**config.mk**
```make
export PLATFORM = sky130hd
export DESIGN_NAME = bsda_biquad
export DESIGN_NICKNAME = d
export VERILOG_FILES = /design/src/rtl/bsda_pkg.sv /design/src/rtl/bsda_ctrl.sv /design/src/rtl/bsda_rom.sv /design/src/rtl/bsda_taps.sv /design/src/rtl/bsda_accum.sv /design/src/rtl/bsda_biquad.sv
export SDC_FILE = /design/constraint.sdc
export NUM_CORES = 1
export LEC_CHECK = 0
export CORE_UTILIZATION = 60
export CTS_BUF_LIST = sky130_fd_sc_hd__clkbuf_4 sky130_fd_sc_hd__clkbuf_8 sky130_fd_sc_hd__clkbuf_16
export DETAILED_ROUTE_END_ITERATION = 6
export PLACE_DENSITY = 0.8
export SLEW_MARGIN = 5
export SYNTH_ARGS = -nofsm -noshare
export SYNTH_HDL_FRONTEND = slang
export SYNTH_SLANG_ARGS = --single-unit
```
**constraint.sdc**
```tcl
create_clock -name clk -period 5 [get_ports clk]
set_input_delay 1.25 -clock clk [delete_from_list [all_inputs] [get_ports clk]]
set_output_delay 1.25 -clock clk [all_outputs]
set_load 0.05 [all_outputs]
```
**src/rtl/bsda_pkg.sv**
```systemverilog
`timescale 1ns/1ps
package bsda_pkg;

    // Sequencer state
    typedef enum logic {
        ST_IDLE = 1'b0,
        ST_RUN  = 1'b1
    } seq_state_t;

    // Table address: one bit from each operand, x0 in the least significant place
    typedef struct packed {
        logic y2;
        logic y1;
        logic x2;
        logic x1;
        logic x0;
    } tap_bits_t;

    localparam int TAP_COUNT   = 5;
    localparam int TABLE_DEPTH = 1 << TAP_COUNT;

    // Signed sum of coefficients selected by one address pattern
    function automatic int da_entry(
        input int         a0,
        input int         a1,
        input int         a2,
        input int         b1,
        input int         b2,
        input logic [4:0] sel
    );
        int v;
        v = 0;
        if (sel[0]) v = v + a0;
        if (sel[1]) v = v + a1;
        if (sel[2]) v = v + a2;
        if (sel[3]) v = v - b1;
        if (sel[4]) v = v - b2;
        return v;
    endfunction

endpackage

```
**src/rtl/bsda_ctrl.sv**
```systemverilog
`timescale 1ns/1ps
module bsda_ctrl #(
    parameter int FRAC = 7
) (
    input  logic clk,
    input  logic rst,
    input  logic in_valid,
    output logic accept,
    output logic run,
    output logic last
);
    import bsda_pkg::*;

    localparam int CW = $clog2(FRAC + 1);

    seq_state_t    state;
    logic [CW-1:0] cnt;

    assign run    = (state == ST_RUN);
    assign last   = run && (cnt == CW'(FRAC));
    assign accept = in_valid && ((state == ST_IDLE) || last);

    always_ff @(posedge clk) begin
        if (rst) begin
            state <= ST_IDLE;
            cnt   <= '0;
        end else if (accept) begin
            state <= ST_RUN;
            cnt   <= '0;
        end else if (last) begin
            state <= ST_IDLE;
            cnt   <= '0;
        end else if (run) begin
            cnt <= cnt + CW'(1);
        end
    end

    AST_CNT_BOUND: assert property (@(posedge clk) disable iff (rst)
        run |-> (cnt <= CW'(FRAC)));
    AST_START_CLEAN: assert property (@(posedge clk) disable iff (rst)
        accept |=> (run && cnt == '0));
    AST_BUSY_IGNORE: assert property (@(posedge clk) disable iff (rst)
        (run && !last) |=> (run && cnt == $past(cnt) + CW'(1)));

endmodule

```
**src/rtl/bsda_rom.sv**
```systemverilog
`timescale 1ns/1ps
module bsda_rom #(
    parameter int TW = 13,
    parameter int A0 = 192,
    parameter int A1 = 128,
    parameter int A2 = 64,
    parameter int B1 = -128,
    parameter int B2 = 64
) (
    input  bsda_pkg::tap_bits_t    sel,
    output logic signed [TW-1:0]   value
);
    import bsda_pkg::*;

    logic signed [TW-1:0] tbl [TABLE_DEPTH];
    logic [TAP_COUNT-1:0] idx;

    for (genvar e = 0; e < TABLE_DEPTH; e++) begin : g_entry
        localparam int ENTRY = da_entry(A0, A1, A2, B1, B2, 5'(e));
        assign tbl[e] = TW'(ENTRY);
    end

    assign idx   = sel;
    assign value = tbl[idx];

endmodule

```
**src/rtl/bsda_taps.sv**
```systemverilog
`timescale 1ns/1ps
module bsda_taps #(
    parameter int FRAC = 7
) (
    input  logic                clk,
    input  logic                rst,
    input  logic                accept,
    input  logic                run,
    input  logic                last,
    input  logic [FRAC:0]       in_sample,
    input  logic [FRAC:0]       y_new,
    output bsda_pkg::tap_bits_t sel
);
    localparam int W = FRAC + 1;

    logic [W-1:0] x0_q, x1_q, x2_q, y1_q, y2_q;

    function automatic logic [W-1:0] rotr(input logic [W-1:0] v);
        return {v[0], v[W-1:1]};
    endfunction

    // Each word rotates once per bit cycle; after W rotations it is whole again
    always_ff @(posedge clk) begin
        if (rst) begin
            x0_q <= '0;
            x1_q <= '0;
            x2_q <= '0;
            y1_q <= '0;
            y2_q <= '0;
        end else begin
            if (run) begin
                x0_q <= rotr(x0_q);
                x1_q <= rotr(x1_q);
                x2_q <= rotr(x2_q);
                y1_q <= rotr(y1_q);
                y2_q <= rotr(y2_q);
            end
            if (last) begin
                x1_q <= rotr(x0_q);
                x2_q <= rotr(x1_q);
                y1_q <= y_new;
                y2_q <= rotr(y1_q);
            end
            if (accept) begin
                x0_q <= in_sample;
            end
        end
    end

    assign sel.x0 = x0_q[0];
    assign sel.x1 = x1_q[0];
    assign sel.x2 = x2_q[0];
    assign sel.y1 = y1_q[0];
    assign sel.y2 = y2_q[0];

    AST_HIST_IDLE: assert property (@(posedge clk) disable iff (rst)
        !run |=> ($stable(x1_q) && $stable(x2_q) && $stable(y1_q) && $stable(y2_q)));

endmodule

```
**src/rtl/bsda_accum.sv**
```systemverilog
`timescale 1ns/1ps
module bsda_accum #(
    parameter int FRAC  = 7,
    parameter int CFRAC = 8,
    parameter int TW    = 13
) (
    input  logic                  clk,
    input  logic                  rst,
    input  logic                  accept,
    input  logic                  run,
    input  logic                  last,
    input  logic signed [TW-1:0]  f_val,
    output logic [FRAC:0]         y_new,
    output logic                  out_valid,
    output logic [FRAC:0]         out_sample
);
    localparam int W     = FRAC + 1;
    localparam int ACC_W = TW + FRAC + 2;
    localparam logic signed [ACC_W-1:0] Y_MAX = ACC_W'((1 << FRAC) - 1);
    localparam logic signed [ACC_W-1:0] Y_MIN = ACC_W'(-(1 << FRAC));

    logic signed [ACC_W-1:0] acc;
    logic signed [ACC_W-1:0] f_ext;
    logic signed [ACC_W-1:0] step_sum;
    logic signed [ACC_W-1:0] fin;
    logic signed [ACC_W-1:0] scaled;
    logic        [W-1:0]     y_sat;

    // FRAC spare fraction bits keep every right shift exact
    assign f_ext    = ACC_W'(f_val) <<< FRAC;
    assign step_sum = acc + f_ext;
    assign fin      = acc - f_ext;
    assign scaled   = fin >>> CFRAC;

    always_comb begin
        if (scaled > Y_MAX) begin
            y_sat = Y_MAX[W-1:0];
        end else if (scaled < Y_MIN) begin
            y_sat = Y_MIN[W-1:0];
        end else begin
            y_sat = scaled[W-1:0];
        end
    end

    assign y_new = y_sat;

    always_ff @(posedge clk) begin
        if (rst) begin
            acc        <= '0;
            out_valid  <= 1'b0;
            out_sample <= '0;
        end else begin
            out_valid <= last;
            if (accept) begin
                acc <= '0;
            end else if (run && !last) begin
                acc <= step_sum >>> 1;
            end
            if (last) begin
                out_sample <= y_sat;
            end
        end
    end

    AST_OUT_HOLD: assert property (@(posedge clk) disable iff (rst)
        !out_valid |-> $stable(out_sample));
    AST_ONE_PULSE: assert property (@(posedge clk) disable iff (rst)
        out_valid |=> !out_valid);

endmodule

```
**src/rtl/bsda_biquad.sv**
```systemverilog
`timescale 1ns/1ps
module bsda_biquad #(
    parameter int FRAC   = 7,
    parameter int CFRAC  = 8,
    parameter int COEF_W = 10,
    parameter int A0     = 192,
    parameter int A1     = 128,
    parameter int A2     = 64,
    parameter int B1     = -128,
    parameter int B2     = 64
) (
    input  logic          clk,
    input  logic          rst,
    input  logic          in_valid,
    input  logic [FRAC:0] in_sample,
    output logic          out_valid,
    output logic [FRAC:0] out_sample
);
    import bsda_pkg::*;

    localparam int W  = FRAC + 1;
    localparam int TW = COEF_W + 3;
    localparam int P  = FRAC + 1;
    localparam int SW = $clog2(P + 1);

    logic                 accept, run, last;
    tap_bits_t            sel;
    logic signed [TW-1:0] f_val;
    logic [W-1:0]         y_new;

    bsda_ctrl #(.FRAC(FRAC)) u_ctrl (
        .clk      (clk),
        .rst      (rst),
        .in_valid (in_valid),
        .accept   (accept),
        .run      (run),
        .last     (last)
    );

    bsda_taps #(.FRAC(FRAC)) u_taps (
        .clk       (clk),
        .rst       (rst),
        .accept    (accept),
        .run       (run),
        .last      (last),
        .in_sample (in_sample),
        .y_new     (y_new),
        .sel       (sel)
    );

    bsda_rom #(
        .TW (TW), .A0 (A0), .A1 (A1), .A2 (A2), .B1 (B1), .B2 (B2)
    ) u_rom (
        .sel   (sel),
        .value (f_val)
    );

    bsda_accum #(.FRAC(FRAC), .CFRAC(CFRAC), .TW(TW)) u_accum (
        .clk        (clk),
        .rst        (rst),
        .accept     (accept),
        .run        (run),
        .last       (last),
        .f_val      (f_val),
        .y_new      (y_new),
        .out_valid  (out_valid),
        .out_sample (out_sample)
    );

    // Spacing monitor for result pulses
    logic [SW-1:0] since_out;
    logic          seen_out;

    always_ff @(posedge clk) begin
        if (rst) begin
            since_out <= '0;
            seen_out  <= 1'b0;
        end else if (out_valid) begin
            since_out <= SW'(1);
            seen_out  <= 1'b1;
        end else if (since_out < SW'(P)) begin
            since_out <= since_out + SW'(1);
        end
    end

    AST_PERIOD_SPACING: assert property (@(posedge clk) disable iff (rst)
        (out_valid && seen_out) |-> (since_out >= SW'(P)));

endmodule

```
==> metrics.md, run 1 <==
| Metric | Value |
|---|---|
| Status | finished, final reports clean |
| # setup viols final | 0 |
| Routed WL | about 8.4 mm |
| # diodes | 0 |
| Critical Path End Type | flip-flop |
| Dpl hpwl | a little under 6 mm |
| Max-cap violations | 0 |
| RSZ-0062 raised after global routing | no |
| Worst-Skew Late Latency | 0.34 ns |
| WP data required | roughly 5.2 ns |
| Clock Path Buffers | 2 |
| Die Wd | slightly above 80 µm |
| Wl on met1 | around 3.9 mm |
| Worst-path fanout max | 15 |
| Filler cell count | roughly 500 |
| Synth cell types | ~60 |
| Fin. max-slew vios | 0 |
| Layout cell share with drive strength beyond 1 | about 8.5% |
| Routed length on met2 | 4.10 mm |
| Crit Path Class | flip-flop to flip-flop |
| ANT nets after route | 0 |
| DRT iter0 DRCs | 226 |
| Die height | between 80 and 90 µm |
| Pwr/cell area | 334 mW/mm² |
| Placeable Area | about 0.0063 mm² |
| Fmax | about 0.25 GHz |
| Leakage | 0.00151 µW |
| Final RePlAce weighted congestion | roughly 0.87 |
| Setup ws final | between 0.9 and 1 ns |
| Die ar. | ~0.0069 mm² |
| Synth top area share | between 30% and 40% |
| Detailed Routing Iterations Pass 1 | 4 |
| Worst Tran Pin Value | between 1 and 1.5 ns |
| Postcts setup bufs | 0 |
| Largest net degree at the start of global routing | 68 |
| Fin. Hold Viols | 0 |
| Post_cts resized | 0 |
| DR vias/cell | between 6 and 7 |
| Register area share after synthesis | 33.7% |
| Num CTS Buffers | 9 |
| Worst-path clk slew | roughly 0.07 ns |
| Remaining global-route overflow | 0 |
| CTS root buf | clkbuf_8 |
| Post-Syn Area | 0.00392 mm² |
| Mapped Cells | about 450 |
| Final period util | 80.6% |
| Max-slew headroom | between 20% and 30% |
| Final Skew | 0.00653 ns |
| Starting density of the core | 62.0% |
| H-tree Lvls | 3 |
| Clock sink total | 66 |
| Row Count | 29 |
| Tmin final | 4.03 ns |
| Setup TNS | 0 ns |
| Most used flip-flop cell after synthesis | dfxtp_1 |
| Worst slack, placed | 0.978 ns |
| Global-route wire length before repair | between 10 and 15 mm |
| CTS tree | built |
| DR vias | ~3300 |
| Met3 wire len | approximately 320 µm |
| Synthesis-stage register bit count | 66 |
| HP Class | flip-flop to flip-flop |
| Top Ports | 20 |
| Number of non-filler instances in the completed layout | roughly 540 |
| Placed Cells | 520 |
| Layout area overhead | 9.91% |
| Post-Syn Nets | a little under 500 |
| DRC Markers | 0 |
| Dominant cell type by area after synthesis | dfxtp_1 |
| Post-synth EDFFs | 0 |
| Nets | between 400 and 500 |
| Mean Syn Cell Area | 8.62 µm² |
| Worst Path Arrival | 4.27 ns |
| Critical Path Start Type | flip-flop |
| Port Buffers | 19 |
| Most area-consuming cells after synthesis | dfxtp_1 (34%), ha_1 (7.7%), mux2i_1 (6.6%) |
| VDD IR max | 0.195 mV |
| Initial antenna violation count | 0 |
| # hold bufs at CTS | 0 |
| WL/cell | 15.6 µm |
| Top sig layer | met4 |
| FFs w/ async S/R, synth | 0% |
| Vias in the first global route | 2903 |
| Syn. warnings | 0 |
| Tot GR Track Use | between 20% and 30% |
| Commonest cells in the netlist | dfxtp_1 (66), nor2_1 (66), a211oi_1 (33) |
## path summary, 6_finish.rpt
path                      endpoint  cells past startpoint             from  slack, ns
max          u_accum.out_sample[6]                     12   u_taps.x0_q[0]       0.97
min                u_accum.acc[13]                      2  u_accum.acc[13]       0.48
max reg2reg  u_accum.out_sample[6]                     12   u_taps.x0_q[0]       0.97
min reg2reg        u_accum.acc[13]                      2  u_accum.acc[13]       0.48
## through the flow
stage | hold slack, ns | instance area (µm²) | total power [µW] | utilization, %
2_1_floorplan | 0.449 | 3920 | 834 | -
3_3_place_gp | 0.462 | 4050 | 876 | 64.2
3_5_place_dp | 0.474 | 4050 | 886 | 64.2
4_1_cts | 0.489 | 4300 | 1440 | 68.2
5_1_grt | 0.509 | 4300 | 1500 | 68.2
6_report | 0.484 | 4300 | 1440 | 68.2
## area by class of cell
type	count	area [µm²]	area share, %
multi-input cells	335	2340	54.3
flip-flops and latches	66	1320	30.7
repair buffers	24	228	5.29
clock buffers	10	138	3.20
clock inverters	6	113	2.62
well taps	77	96.3	2.24
inverters	18	67.6	1.57
## kinds of logic after synthesis
family          synth area share (%)
compound gates                  25.7
xor+xnor                        2.46
fa+ha+maj                       8.69
buf+inv                         6.58
flops                           33.7
mux                             7.22
simple gates                    15.6
## routing by layer
| layer | GRT usage (%) | up-vias |
|---|---|---|
| li1 | - | 1652 |
| met1 | 33.7 | 1544 |
| met2 | 42.6 | 71 |
| met3 | 5.79 | 10 |
| met4 | 10.2 | 0 |
| met5 | 0 | - |
## layout by cell type, fill, tap and decap left out, drive strengths merged, types with 7 or more instances in the layout
| master | n |
|---|---|
| a211oi | 33 |
| a21oi | 32 |
| a221oi | 13 |
| a311oi | 11 |
| clkbuf | 10 |
| clkdlybuf4s50 | 19 |
| dfxtp | 66 |
| ha | 24 |
| inv | 18 |
| mux2i | 26 |
| nand2 | 33 |
| nand2b | 7 |
| nand3 | 11 |
| nor2 | 66 |
| nor3 | 8 |
| o21ai | 11 |
| xnor2 | 7 |
## state kept, by name (all words and copies together) (netlist names)
name / count
u_accum.acc: 13
u_taps.y2_q: 8
u_ctrl.run: 1
u_taps.x2_q: 8
u_taps.x0_q: 8
u_ctrl.cnt: 3
u_accum.out_sample: 8
u_taps.y1_q: 8
u_taps.x1_q: 8
u_accum.out_valid: 1
## critical path, cell delays in order, from the launching register on
cell	delay (ns)
dfxtp_1	0.50
inv_1	0.13
ha_1	0.36
mux2_2	0.27
o21ai_0	0.20
xnor2_1	0.20
fa_1	0.50
nor2_1	0.17
o311a_4	0.21
o31ai_4	0.07
a21oi_1	0.90
a221oi_1	0.10
a311oi_1	0.32
## power breakdown
group / switching (µW) / leakage [µW] / internal, µW
clock: 213 / 0.000127 / 347
combinational: 175 / 0.000841 / 121
sequential: 26.8 / 0.000540 / 554
total: 416 / 0.00151 / 1020
Power figures use the tool's default switching activity.
==> run 2: changes to the inputs <==
Clock period 5 ns to 3.85 ns, I/O delays scaled along.
==> metrics.md, run 2 (same netlist as run 1, synthesis figures left out) <==
| Metric | Value |
|---|---|
| Status | finished, final reports clean |
| Worst Tran Pin Value | 0.756 ns (-0.413 ns) |
| CP dominant cell by count | ha_1 |
| CP cell instances | inv_1 > ha_1 > mux2_2 > o21ai_0 > xnor2_1 > buf_4 > ha_1 > o21bai_1 > a21oi_1 > a2111o_1 > nor3_4 > nand2_4 > a221oi_1 |
| RSZ-0062 raised after global routing | no |
| Initial antenna violation count | 0 (unchanged) |
| Layout cell share with drive strength beyond 1 | 10.5% (+2.0 points) |
| WP data required | 4.10 ns (-1.14 ns) |
| Commonest non-fill, non-tap cells in the layout | nor2_1 (66), dfxtp_1 (64), a211oi_1 (33) |
| Vias in the first global route | 3032 (+4.4%) |
| Critical Path End Type | flip-flop |
| Biggest register | u_accum.acc |
| Placeable Area | 0.00631 mm² (unchanged) |
| Layout area overhead | 10.5% |
| Commonest non-fill, non-tap cell in the layout | nor2_1 |
| Worst-path clk slew | 0.07 ns (about the same) |
| Leakage | 0.00154 µW (+1.8%) |
| # diodes | 0 (unchanged) |
| H-tree Lvls | 3 (unchanged) |
| Pwr/cell area | 410 mW/mm² (+23%) |
| Crit path buffers/inverters | 2 (+1) |
| DRC Markers | 0 (unchanged) |
| Fin. max-slew vios | 0 (unchanged) |
| Routed WL | 8.80 mm (+5.0%) |
| Worst Path Arrival | 3.84 ns (-0.43 ns) |
| Hold path depth | 2 (unchanged) |
| Clock Path Buffers | 2 (unchanged) |
| # setup viols final | 0 (unchanged) |
| Starting density of the core | 62.0% (unchanged) |
| ANT nets after route | 0 (unchanged) |
| Die ar. | 0.00685 mm² (unchanged) |
| # hold bufs at CTS | 0 (unchanged) |
| Tmin final | 3.59 ns (-0.435 ns) |
| Final period util | 93.3% (+13 points) |
| Critical Path Start Type | flip-flop |
| Largest net degree at the start of global routing | 51 (-25%) |
| WL/cell | 16.2 µm (+3.5%) |
| Final Skew | 0.0110 ns (+0.00442 ns) |
| Die height | 82.8 µm (unchanged) |
| Row Count | 29 (unchanged) |
| Wl on met1 | 4.15 mm (+7.6%) |
| Num CTS Buffers | 9 (unchanged) |
| Port Buffers | 19 (unchanged) |
| Top sig layer | met4 |
| Tot GR Track Use | 27.9% (+1.7 points) |
| Critical path depth | 13 (+1) |
| HP Class | flip-flop to flip-flop |
| CTS tree | built |
| Post-route cell area | 0.00433 mm² (+0.55%) |
| R2R setup slack | 0.26 ns (-0.71 ns) |
| DR vias/cell | 6.19 (+1.3%) |
| CP peak stage delay | 0.47 ns (-0.43 ns) |
| Routed length on met2 | 4.23 mm (+3.1%) |
| Detailed Routing Iterations Pass 1 | 5 (+1) |
| Delay-heaviest family, CP | compound AO/OA/AOI/OAI gates |
| Nets | 499 (+1.6%) |
| Final RePlAce weighted congestion | 0.919 (+5.9%) |
| Worst Reg-to-Reg Cells | 13 (+1) |
| Post-DP Area | 0.00411 mm² (+1.5%) |
| Max-cap violations | 0 (unchanged) |
| Clock sink total | 66 (unchanged) |
| Met3 wire len | 282 µm (-12%) |
| Worst-path fanout max | 10 (-5) |
| Fmax | 0.278 GHz (+12%) |
| Remaining global-route overflow | 0 (unchanged) |
| Dpl hpwl | 5.88 mm (+2.0%) |
| Max-slew headroom | 49.6% (+28 points) |
| DR vias | 3370 (+2.8%) |
| Post-layout util | 68.5% (+0.38 points) |
| Fin. Hold Viols | 0 (unchanged) |
| Crit Path Class | flip-flop to flip-flop |
| Top Ports | 20 (unchanged) |
| DRT iter0 DRCs | 248 (+9.7%) |
| Max reg flops | 13 (unchanged) |
| Global-route wire length before repair | 14.3 mm (+6.3%) |
| Slowest stage cell, crit path | a2111o_1 |
| VDD IR max | 0.232 mV (+19%) |
| Worst-Skew Late Latency | 0.35 ns (about the same) |
| Die Wd | 82.8 µm (unchanged) |
| CTS root buf | clkbuf_8 |
| Setup TNS | 0 ns (unchanged) |
[run 2: power by group]
part / total [µW] / internal, µW / switching (µW)
clock network: 609 / 318 / 292
logic: 407 / 169 / 238
registers: 757 / 719 / 37.5
[run 2: repair_timing]
item / in CTS / in global routing
endpoints found under the setup margin: 14 / 10
endpoints found under the hold margin: 0 / 0
resized for setup: 2 / 2
setup buffers: 0 / 0
[run 2: stage by stage]
step	std cells	hold slack [ns]	power (µW)	setup WS, ns
finish	544	0.486	1770	0.257
global route	544	0.505	1860	0.0120
CTS	544	0.485	1770	0.120
detailed placement	528	0.473	1170	0.0420
global placement	528	0.467	1160	0.142
floorplan	454	0.449	1080	0.307
[run 2: tightest hold or removal path, stage by stage (launching register included)]
cell and delay [ns]:
dfxtp_1 0.33, nand2_1 0.06, a21oi_1 0.05
[run 2: final timing paths]
check / from / end
setup / recovery: u_taps.x1_q[0] / u_taps.y1_q[4]
hold / removal: u_accum.acc[15] / u_accum.acc[15]
setup reg to reg: u_taps.x1_q[0] / u_taps.y1_q[4]
hold reg to reg: u_accum.acc[15] / u_accum.acc[15]
[run 2: layout make-up]
type	instances	area [µm²]
Inverter	18	67.6
Sequential cell	66	1320
Clock buffer	10	138
Clock inverter	6	66.3
Timing Repair Buffer	32	288
Multi-Input combinational cell	335	2350
Fill cell	513	1990
Tap cell	77	96.3
[run 2: routing by layer]
layer | vias up | global-route usage (%)
met1 | 1618 | 35.8
li1 | 1671 | -
met2 | 69 | 47.1
met3 | 12 | 3.50
met4 | 0 | 11.2
met5 | - | 0
